===== config.mk =====
export PLATFORM = sky130hd
export DESIGN_NAME = fpu_stat_word
export DESIGN_NICKNAME = d
export VERILOG_FILES = /design/src/rtl/fsw_pkg.sv /design/src/rtl/fsw_exc_flags.sv /design/src/rtl/fsw_fields.sv /design/src/rtl/fsw_summary.sv /design/src/rtl/fpu_stat_word.sv
export SDC_FILE = /design/constraint.sdc
export NUM_CORES = 1
export LEC_CHECK = 0
export ABC_AREA = 1
export BUFFER_PORTS_ARGS = -buffer_cell sky130_fd_sc_hd__clkbuf_2
export CORE_MARGIN = 1.5
export CORE_UTILIZATION = 37
export DETAILED_ROUTE_END_ITERATION = 8
export PLACE_DENSITY = 0.77
export SYNTH_ARGS = -nofsm -noshare
export SYNTH_HDL_FRONTEND = slang
export SYNTH_SLANG_ARGS = --single-unit
export TNS_END_PERCENT = 100

===== constraint.sdc =====
create_clock -name clk -period 1.3 [get_ports clk]
set_clock_uncertainty 0.2 [all_clocks]
set_input_delay 0.26 -clock clk [delete_from_list [all_inputs] [get_ports clk]]
set_output_delay 0.26 -clock clk [all_outputs]
set_load 0.005 [all_outputs]

===== src/rtl/fsw_pkg.sv =====
package fsw_pkg;
   localparam int FSW_W   = 16;
   localparam int EXC_N   = 6;
   localparam int TOP_N   = 3;
   localparam int CC_N    = 4;
   // bit positions inside the word; neighbours decode these
   localparam int POS_B   = 15;
   localparam int POS_C3  = 14;
   localparam int POS_TOP = 11;
   localparam int POS_C2  = 10;
   localparam int POS_C1  = 9;
   localparam int POS_C0  = 8;
   localparam int POS_ES  = 7;
   localparam int POS_SF  = 6;
   localparam int CC_C1   = 1;   // index of C1 inside the cc vector
endpackage


===== src/rtl/fsw_exc_flags.sv =====
module fsw_exc_flags #(
   parameter int N = fsw_pkg::EXC_N
) (
   input  logic         clk,
   input  logic         rst_n,
   input  logic         load_i,
   input  logic [N-1:0] load_flags_i,
   input  logic         load_sf_i,
   input  logic         clr_i,
   input  logic [N-1:0] set_i,
   input  logic         fault_i,
   output logic [N-1:0] flags_o,
   output logic         sf_o
);
   generate
      if (N < 1) begin : g_bad_n
         $error("fsw_exc_flags: N must be at least 1");
      end
   endgenerate

   logic [N-1:0] set_all;
   assign set_all = set_i | {{(N-1){1'b0}}, fault_i};

   always_ff @(posedge clk) begin
      if (!rst_n) begin
         flags_o <= '0;
         sf_o    <= 1'b0;
      end else if (load_i) begin
         flags_o <= load_flags_i;
         sf_o    <= load_sf_i;
      end else if (clr_i) begin
         flags_o <= '0;
         sf_o    <= 1'b0;
      end else begin
         flags_o <= flags_o | set_all;
         sf_o    <= sf_o | fault_i;
      end
   end

   assert_sticky_R3: assert property (@(posedge clk) disable iff (!rst_n)
      (!load_i && !clr_i) |=> ((flags_o & $past(flags_o)) == $past(flags_o)));
   assert_set_R3: assert property (@(posedge clk) disable iff (!rst_n)
      (!load_i && !clr_i && set_i != '0) |=> ((flags_o & $past(set_i)) == $past(set_i)));
   assert_clear_R4: assert property (@(posedge clk) disable iff (!rst_n)
      (clr_i && !load_i) |=> (flags_o == '0 && !sf_o));
   assert_load_R8: assert property (@(posedge clk) disable iff (!rst_n)
      load_i |=> (flags_o == $past(load_flags_i) && sf_o == $past(load_sf_i)));
endmodule


===== src/rtl/fsw_fields.sv =====
module fsw_fields #(
   parameter int TW = fsw_pkg::TOP_N,
   parameter int CW = fsw_pkg::CC_N
) (
   input  logic          clk,
   input  logic          rst_n,
   input  logic          load_i,
   input  logic [TW-1:0] load_top_i,
   input  logic [CW-1:0] load_cc_i,
   input  logic          top_we_i,
   input  logic [TW-1:0] top_i,
   input  logic          cc_we_i,
   input  logic [CW-1:0] cc_i,
   input  logic          fault_i,
   input  logic          over_i,
   output logic [TW-1:0] top_o,
   output logic [CW-1:0] cc_o
);
   localparam int C1 = fsw_pkg::CC_C1;

   generate
      if (CW <= C1) begin : g_bad_cw
         $error("fsw_fields: cc vector too narrow for C1");
      end
   endgenerate

   logic [CW-1:0] cc_nxt;
   always_comb begin
      cc_nxt = cc_we_i ? cc_i : cc_o;
      if (fault_i) cc_nxt[C1] = over_i;
   end

   always_ff @(posedge clk) begin
      if (!rst_n) begin
         top_o <= '0;
         cc_o  <= '0;
      end else if (load_i) begin
         top_o <= load_top_i;
         cc_o  <= load_cc_i;
      end else begin
         if (top_we_i) top_o <= top_i;
         cc_o <= cc_nxt;
      end
   end

   assert_fault_c1_R7: assert property (@(posedge clk) disable iff (!rst_n)
      (fault_i && !load_i) |=> (cc_o[C1] == $past(over_i)));
   assert_top_write_R9: assert property (@(posedge clk) disable iff (!rst_n)
      (top_we_i && !load_i) |=> (top_o == $past(top_i)));
endmodule


===== src/rtl/fsw_summary.sv =====
module fsw_summary #(
   parameter int N = fsw_pkg::EXC_N
) (
   input  logic [N-1:0] flags_i,
   input  logic [N-1:0] mask_i,
   output logic         es_o
);
   logic [N-1:0] live;
   generate
      for (genvar i = 0; i < N; i++) begin : g_live
         assign live[i] = flags_i[i] & ~mask_i[i];
      end
   endgenerate
   assign es_o = |live;
endmodule


===== src/rtl/fpu_stat_word.sv =====
module fpu_stat_word
   import fsw_pkg::*;
#(
   parameter int EXC_W  = EXC_N,
   parameter int TOP_W  = TOP_N,
   parameter int CC_W   = CC_N,
   parameter int WORD_W = FSW_W
) (
   input  logic              clk,
   input  logic              rst_n,
   input  logic [EXC_W-1:0]  exc_set_i,
   input  logic              exc_clr_i,
   input  logic              stk_fault_i,
   input  logic              stk_over_i,
   input  logic              cc_we_i,
   input  logic [CC_W-1:0]   cc_i,
   input  logic              top_we_i,
   input  logic [TOP_W-1:0]  top_i,
   input  logic              load_i,
   input  logic [WORD_W-1:0] load_word_i,
   input  logic [EXC_W-1:0]  mask_i,
   output logic [WORD_W-1:0] status_o,
   output logic              err_o
);
   generate
      if (EXC_W != EXC_N || TOP_W != TOP_N || CC_W != CC_N || WORD_W != FSW_W) begin : g_bad_layout
         $error("fpu_stat_word: field widths must match the fixed word layout");
      end
   endgenerate

   logic [EXC_W-1:0] flags;
   logic             sf;
   logic [TOP_W-1:0] top;
   logic [CC_W-1:0]  cc;
   logic             es;

   logic [CC_W-1:0]  ld_cc;
   assign ld_cc = {load_word_i[POS_C3], load_word_i[POS_C2],
                   load_word_i[POS_C1], load_word_i[POS_C0]};

   logic unused_ld_bits;
   assign unused_ld_bits = load_word_i[POS_B] ^ load_word_i[POS_ES];

   fsw_exc_flags #(.N(EXC_W)) u_exc (
      .clk          (clk),
      .rst_n        (rst_n),
      .load_i       (load_i),
      .load_flags_i (load_word_i[EXC_W-1:0]),
      .load_sf_i    (load_word_i[POS_SF]),
      .clr_i        (exc_clr_i),
      .set_i        (exc_set_i),
      .fault_i      (stk_fault_i),
      .flags_o      (flags),
      .sf_o         (sf)
   );

   fsw_fields #(.TW(TOP_W), .CW(CC_W)) u_fields (
      .clk        (clk),
      .rst_n      (rst_n),
      .load_i     (load_i),
      .load_top_i (load_word_i[POS_TOP+TOP_W-1:POS_TOP]),
      .load_cc_i  (ld_cc),
      .top_we_i   (top_we_i),
      .top_i      (top_i),
      .cc_we_i    (cc_we_i),
      .cc_i       (cc_i),
      .fault_i    (stk_fault_i),
      .over_i     (stk_over_i),
      .top_o      (top),
      .cc_o       (cc)
   );

   fsw_summary #(.N(EXC_W)) u_sum (
      .flags_i (flags),
      .mask_i  (mask_i),
      .es_o    (es)
   );

   always_comb begin
      status_o              = '0;
      status_o[EXC_W-1:0]   = flags;
      status_o[POS_SF]      = sf;
      status_o[POS_ES]      = es;
      status_o[POS_C0]      = cc[0];
      status_o[POS_C1]      = cc[1];
      status_o[POS_C2]      = cc[2];
      status_o[POS_TOP+TOP_W-1:POS_TOP] = top;
      status_o[POS_C3]      = cc[3];
      status_o[POS_B]       = es;
   end
   assign err_o = es;

   assert_fault_sets_R7: assert property (@(posedge clk) disable iff (!rst_n)
      (stk_fault_i && !load_i && !exc_clr_i) |=> (status_o[POS_SF] && status_o[0]));
   assert_err_after_load_R8: assert property (@(posedge clk) disable iff (!rst_n)
      (load_i && $stable(mask_i) && ((load_word_i[EXC_W-1:0] & ~mask_i) != '0)) |=> err_o);
endmodule


After elaboration in Yosys (flattened, before gate mapping). Index checks and enable logic that the tools add are counted.

Register bits after elaboration: 14. Input bits: 43. Logic and storage cells: 33.

Muxes and demuxes: 9. Bitwise operators: 15. Reduce and logical (&&, ||, !) cells: 4.

Operator list (number): $mux 6 (2); $mux 4 (2); $and 1x1->1 (6); $mux 3 (2); $not 1->1 (6); $or 6x1->6 (1); $or 6x6->6 (1); $reduce_or 6->1 (1); $reduce_bool 2->1 (2); $mux 1 (3); $reduce_bool 3->1 (1); $or 1x1->1 (1).

Logic depth before layout (Yosys ltp).
Depth in word-level cells: 4. Gate-level depth with buffers: 7.

Cells and area by module. A second synthesis with hierarchy kept.

Cells, all modules: 111. Area total of the unflattened synthesis: 737.0 um^2.

By module, submodules not included: fsw_fields (times used 1, cells each 57, area an instance 367.9 um^2, seq. area each 140.1 um^2); fsw_exc_flags (times used 1, cells each 34, area an instance 281.5 um^2, seq. area each 140.1 um^2); fsw_summary (times used 1, cells each 17, area an instance 65.1 um^2, seq. area each 0.0 um^2); fpu_stat_word (times used 1, cells each 3, area an instance 22.5 um^2, seq. area each 0.0 um^2).

Least setup slack after synthesis. OpenSTA, ideal clock, no wires.

Path type: flip-flop to output port. Start point: register u_exc.flags_o[2]. End point: output status_o[15]. Arrival time: 0.774 ns. Data required time: 0.840 ns. Setup slack: 0.066 ns. Cell stages (with the launch flop): 6. Buffers on the path: 1. Cell sequence: dfxtp_1 -> inv_1 -> o22ai_1 -> nor2_1 -> nand2_1 -> buf_4.

Longest elaborated chain between the ends: 2.

RTL lines: from (decl) (RTL line fsw_exc_flags.sv:12) `output logic [N-1:0] flags_o,`; from (signal assigned) (RTL line fsw_exc_flags.sv:29) `flags_o <= load_flags_i;`; from (signal assigned) (RTL line fsw_exc_flags.sv:35) `flags_o <= flags_o | set_all;`; $and 1x1->1 (RTL line fsw_summary.sv:11) `assign live[i] = flags_i[i] & ~mask_i[i];`; $reduce_or 6->1 (RTL line fsw_summary.sv:14) `assign es_o = |live;`; to (decl) (RTL line fpu_stat_word.sv:22) `output logic [WORD_W-1:0] status_o,`.

No other way between the ends.

Worst setup path in the final report.
Start point: register u_exc.flags_o[0]. End point: output status_o[15].

The elaborated chain is that of the path after synthesis.

==> run metrics <==
capturing element type of the critical path=output port; Clock Sink Count=14; standard cell core area=1780 um2; Static Leakage=0.622 nW; number of design-rule violations left by the first detailed-router iteration=0; remaining antenna violation count=0; IO Port Bufs=57; Worst VDD drop=0.478 mV; number of antenna violations at the first check in global routing=0; clock transition at the register clock pins on the worst setup and hold paths after CTS=90 ps; worst flop-to-flop path startpoint=u_exc.flags_o[0]; floorplan row count=15; result of the run=finished, violations left; number of synthesized register bits=14; count of vias placed by the detailed router=850; Synth Cell Area=728 um2; die span in x=47.4 um; GR Util All Layers=17.5%; mean routed wirelength per cell=10.1 um; Die ar.=2240 um2; launching element type of the critical path=flop; violations in the final reports=setup timing; share of synthesized area occupied by flip-flops and latches=38.5%; Setup TNS=-657 ps; Die H=47.4 um; Worst-Skew Late Latency=270 ps; # diodes=0; starting density of the core=40.8%; RD Place Congestion=0.677; top achievable clock speed=658 MHz; startpoint of the tightest hold check path=load_word_i[0]; max-cap violations=0; synthesized net count=147; final-report max-slew violation count=0; TritonRoute pass-1 iters=1; global-route wire length before repair=2770 um; Place WS=14.8 ps; portion of synthesized cell area occupied by the leading cell type=38.5%; critical path data arrival time=1060 ps; critical path peak fanout=3; number of instances in the synthesized netlist=104; number of library cell types mapped by synthesis=16; post-detail-place hpwl=1500 um; CTS tree=built; final hold vios=0; Layout Area Growth over Synthesis=49.8%; final worst-path cycle share=117%; launching instance or port of the critical path=u_exc.flags_o[0]; most area-consuming cells after synthesis=sky130_fd_sc_hd__dfxtp_1 38%, sky130_fd_sc_hd__nand2_1 14%, sky130_fd_sc_hd__nand3_1 10%; worst hold path type=input port to flop; required time at the worst-slack endpoint=840 ps; smallest setup slack after layout=-220 ps; Mapped Avg Cell Area=7.00 um2; Vias per Instance=4.50; final setup vio count=3; vias in the first global route=740; Post-route DRC=0; root buffer cell=sky130_fd_sc_hd__clkbuf_4; power density over the cells=932 nW/um2; number of top-level pins=60; unrepaired setup endpoints after global routing=true; Total Wirelength=1910 um; Tmin final=1520 ps; layout net count=208; cell type with the largest total area after synthesis=sky130_fd_sc_hd__dfxtp_1; ratio of cells with drive above 1 in the final layout=50.0%; worst slew pin tran=273 ps; TritonCTS buffer count=3; H-tree lvl count=1; pin count of the biggest net entering global routing=12; buffer depth of the longest clock path=2; YS warnings=0; global route total overflow=0; worst relative slew slack=81.8%; Worst Path Class, Setup=flop to output port
## layout make-up
| cell class | instances | area [um2] |
|---|---|---|
| timing repair buffer | 62 | 329 |
| sequential | 14 | 287 |
| inverter | 17 | 63.8 |
| multi-input combinational | 67 | 344 |
| tap | 25 | 31.3 |
| clock buffer | 4 | 36.3 |
| fill | 170 | 692 |
## worst max-delay path, stage by stage (launching register included)
cell and delay [ps]:
sky130_fd_sc_hd__dfxtp_2 340, sky130_fd_sc_hd__inv_2 40, sky130_fd_sc_hd__o22ai_2 150, sky130_fd_sc_hd__nor2_1 60
sky130_fd_sc_hd__nand2_1 80, sky130_fd_sc_hd__clkbuf_2 110
## metrics by stage
| stage | power (mW) | instance area (um2) | util (%) | instances | hold WS, ps |
|---|---|---|---|---|---|
| floorplan | 0.596 | 728 | - | 104 | 158 |
| global placement | 0.692 | 1010 | 56.5 | 182 | 269 |
| detailed placement | 0.699 | 1010 | 56.5 | 182 | 281 |
| CTS | 1.02 | 1070 | 60.0 | 188 | 10.7 |
| global route | 1.08 | 1090 | 61.2 | 189 | 16.0 |
| finish | 1.02 | 1090 | 61.2 | 189 | 9.94 |
## path summary, 6_finish.rpt
check / slack [ps] / cells after the start / end
setup / recovery: -220 / 5 / status_o[15]
hold / removal: 10 / 3 / u_exc.flags_o[0]
setup reg to reg: 130 / 6 / u_exc.flags_o[0]
hold reg to reg: 290 / 2 / u_fields.cc_o[1]
## per-layer routing
metal / routed length (um) / global-route usage [%] / up-vias
met5: 0 / 0 / -
met3: 169 / 4.23 / 0
met1: 784 / 19.0 / 358
li1: - / - / 449
met2: 955 / 33.8 / 43
met4: 0 / 3.33 / 0
## state kept, by name, summed over array words and instances (netlist names)
signal,flops
u_exc.flags_o,6
u_exc.sf_o,1
u_fields.cc_o,4
u_fields.top_o,3
## kinds of logic after synthesis
logic type	after synthesis	synth area share, %
simple gates	49	32.1
buf+inv	23	16.0
compound gates	18	13.4
flops	14	38.5
## cells in the final DEF, fill, tap and decap left out, drive strengths merged
cell,netlist,routed
or2,1,1
nand2,27,27
inv,17,17
buf,6,8
a21oi,8,8
nand3,18,18
o22ai,3,3
dfxtp,14,14
nor2,3,3
clkbuf,0,58
o21ai,7,7
## report_power, final
part           leakage (nW)  switching (mW)  internal [mW]
combinational         0.483           0.110          0.121
clock                0.0210           0.141          0.170
sequential            0.118          0.0169          0.459
total                 0.622           0.267          0.750
## timing repair
item                       in CTS  in global routing
setup endpoints to repair       3                  4
buffers inserted                2                  1
pin swaps                       0                  1
gates resized for setup         6                  7
hold buffers                    0                  0
## cells in the mapped netlist, drive strengths merged
cell and instances:
nand2 27, nand3 18, inv 17, dfxtp 14, a21oi 8, o21ai 7
buf 6, nor2 3, o22ai 3, or2 1
No activity file was read; power rests on OpenSTA's default activity.
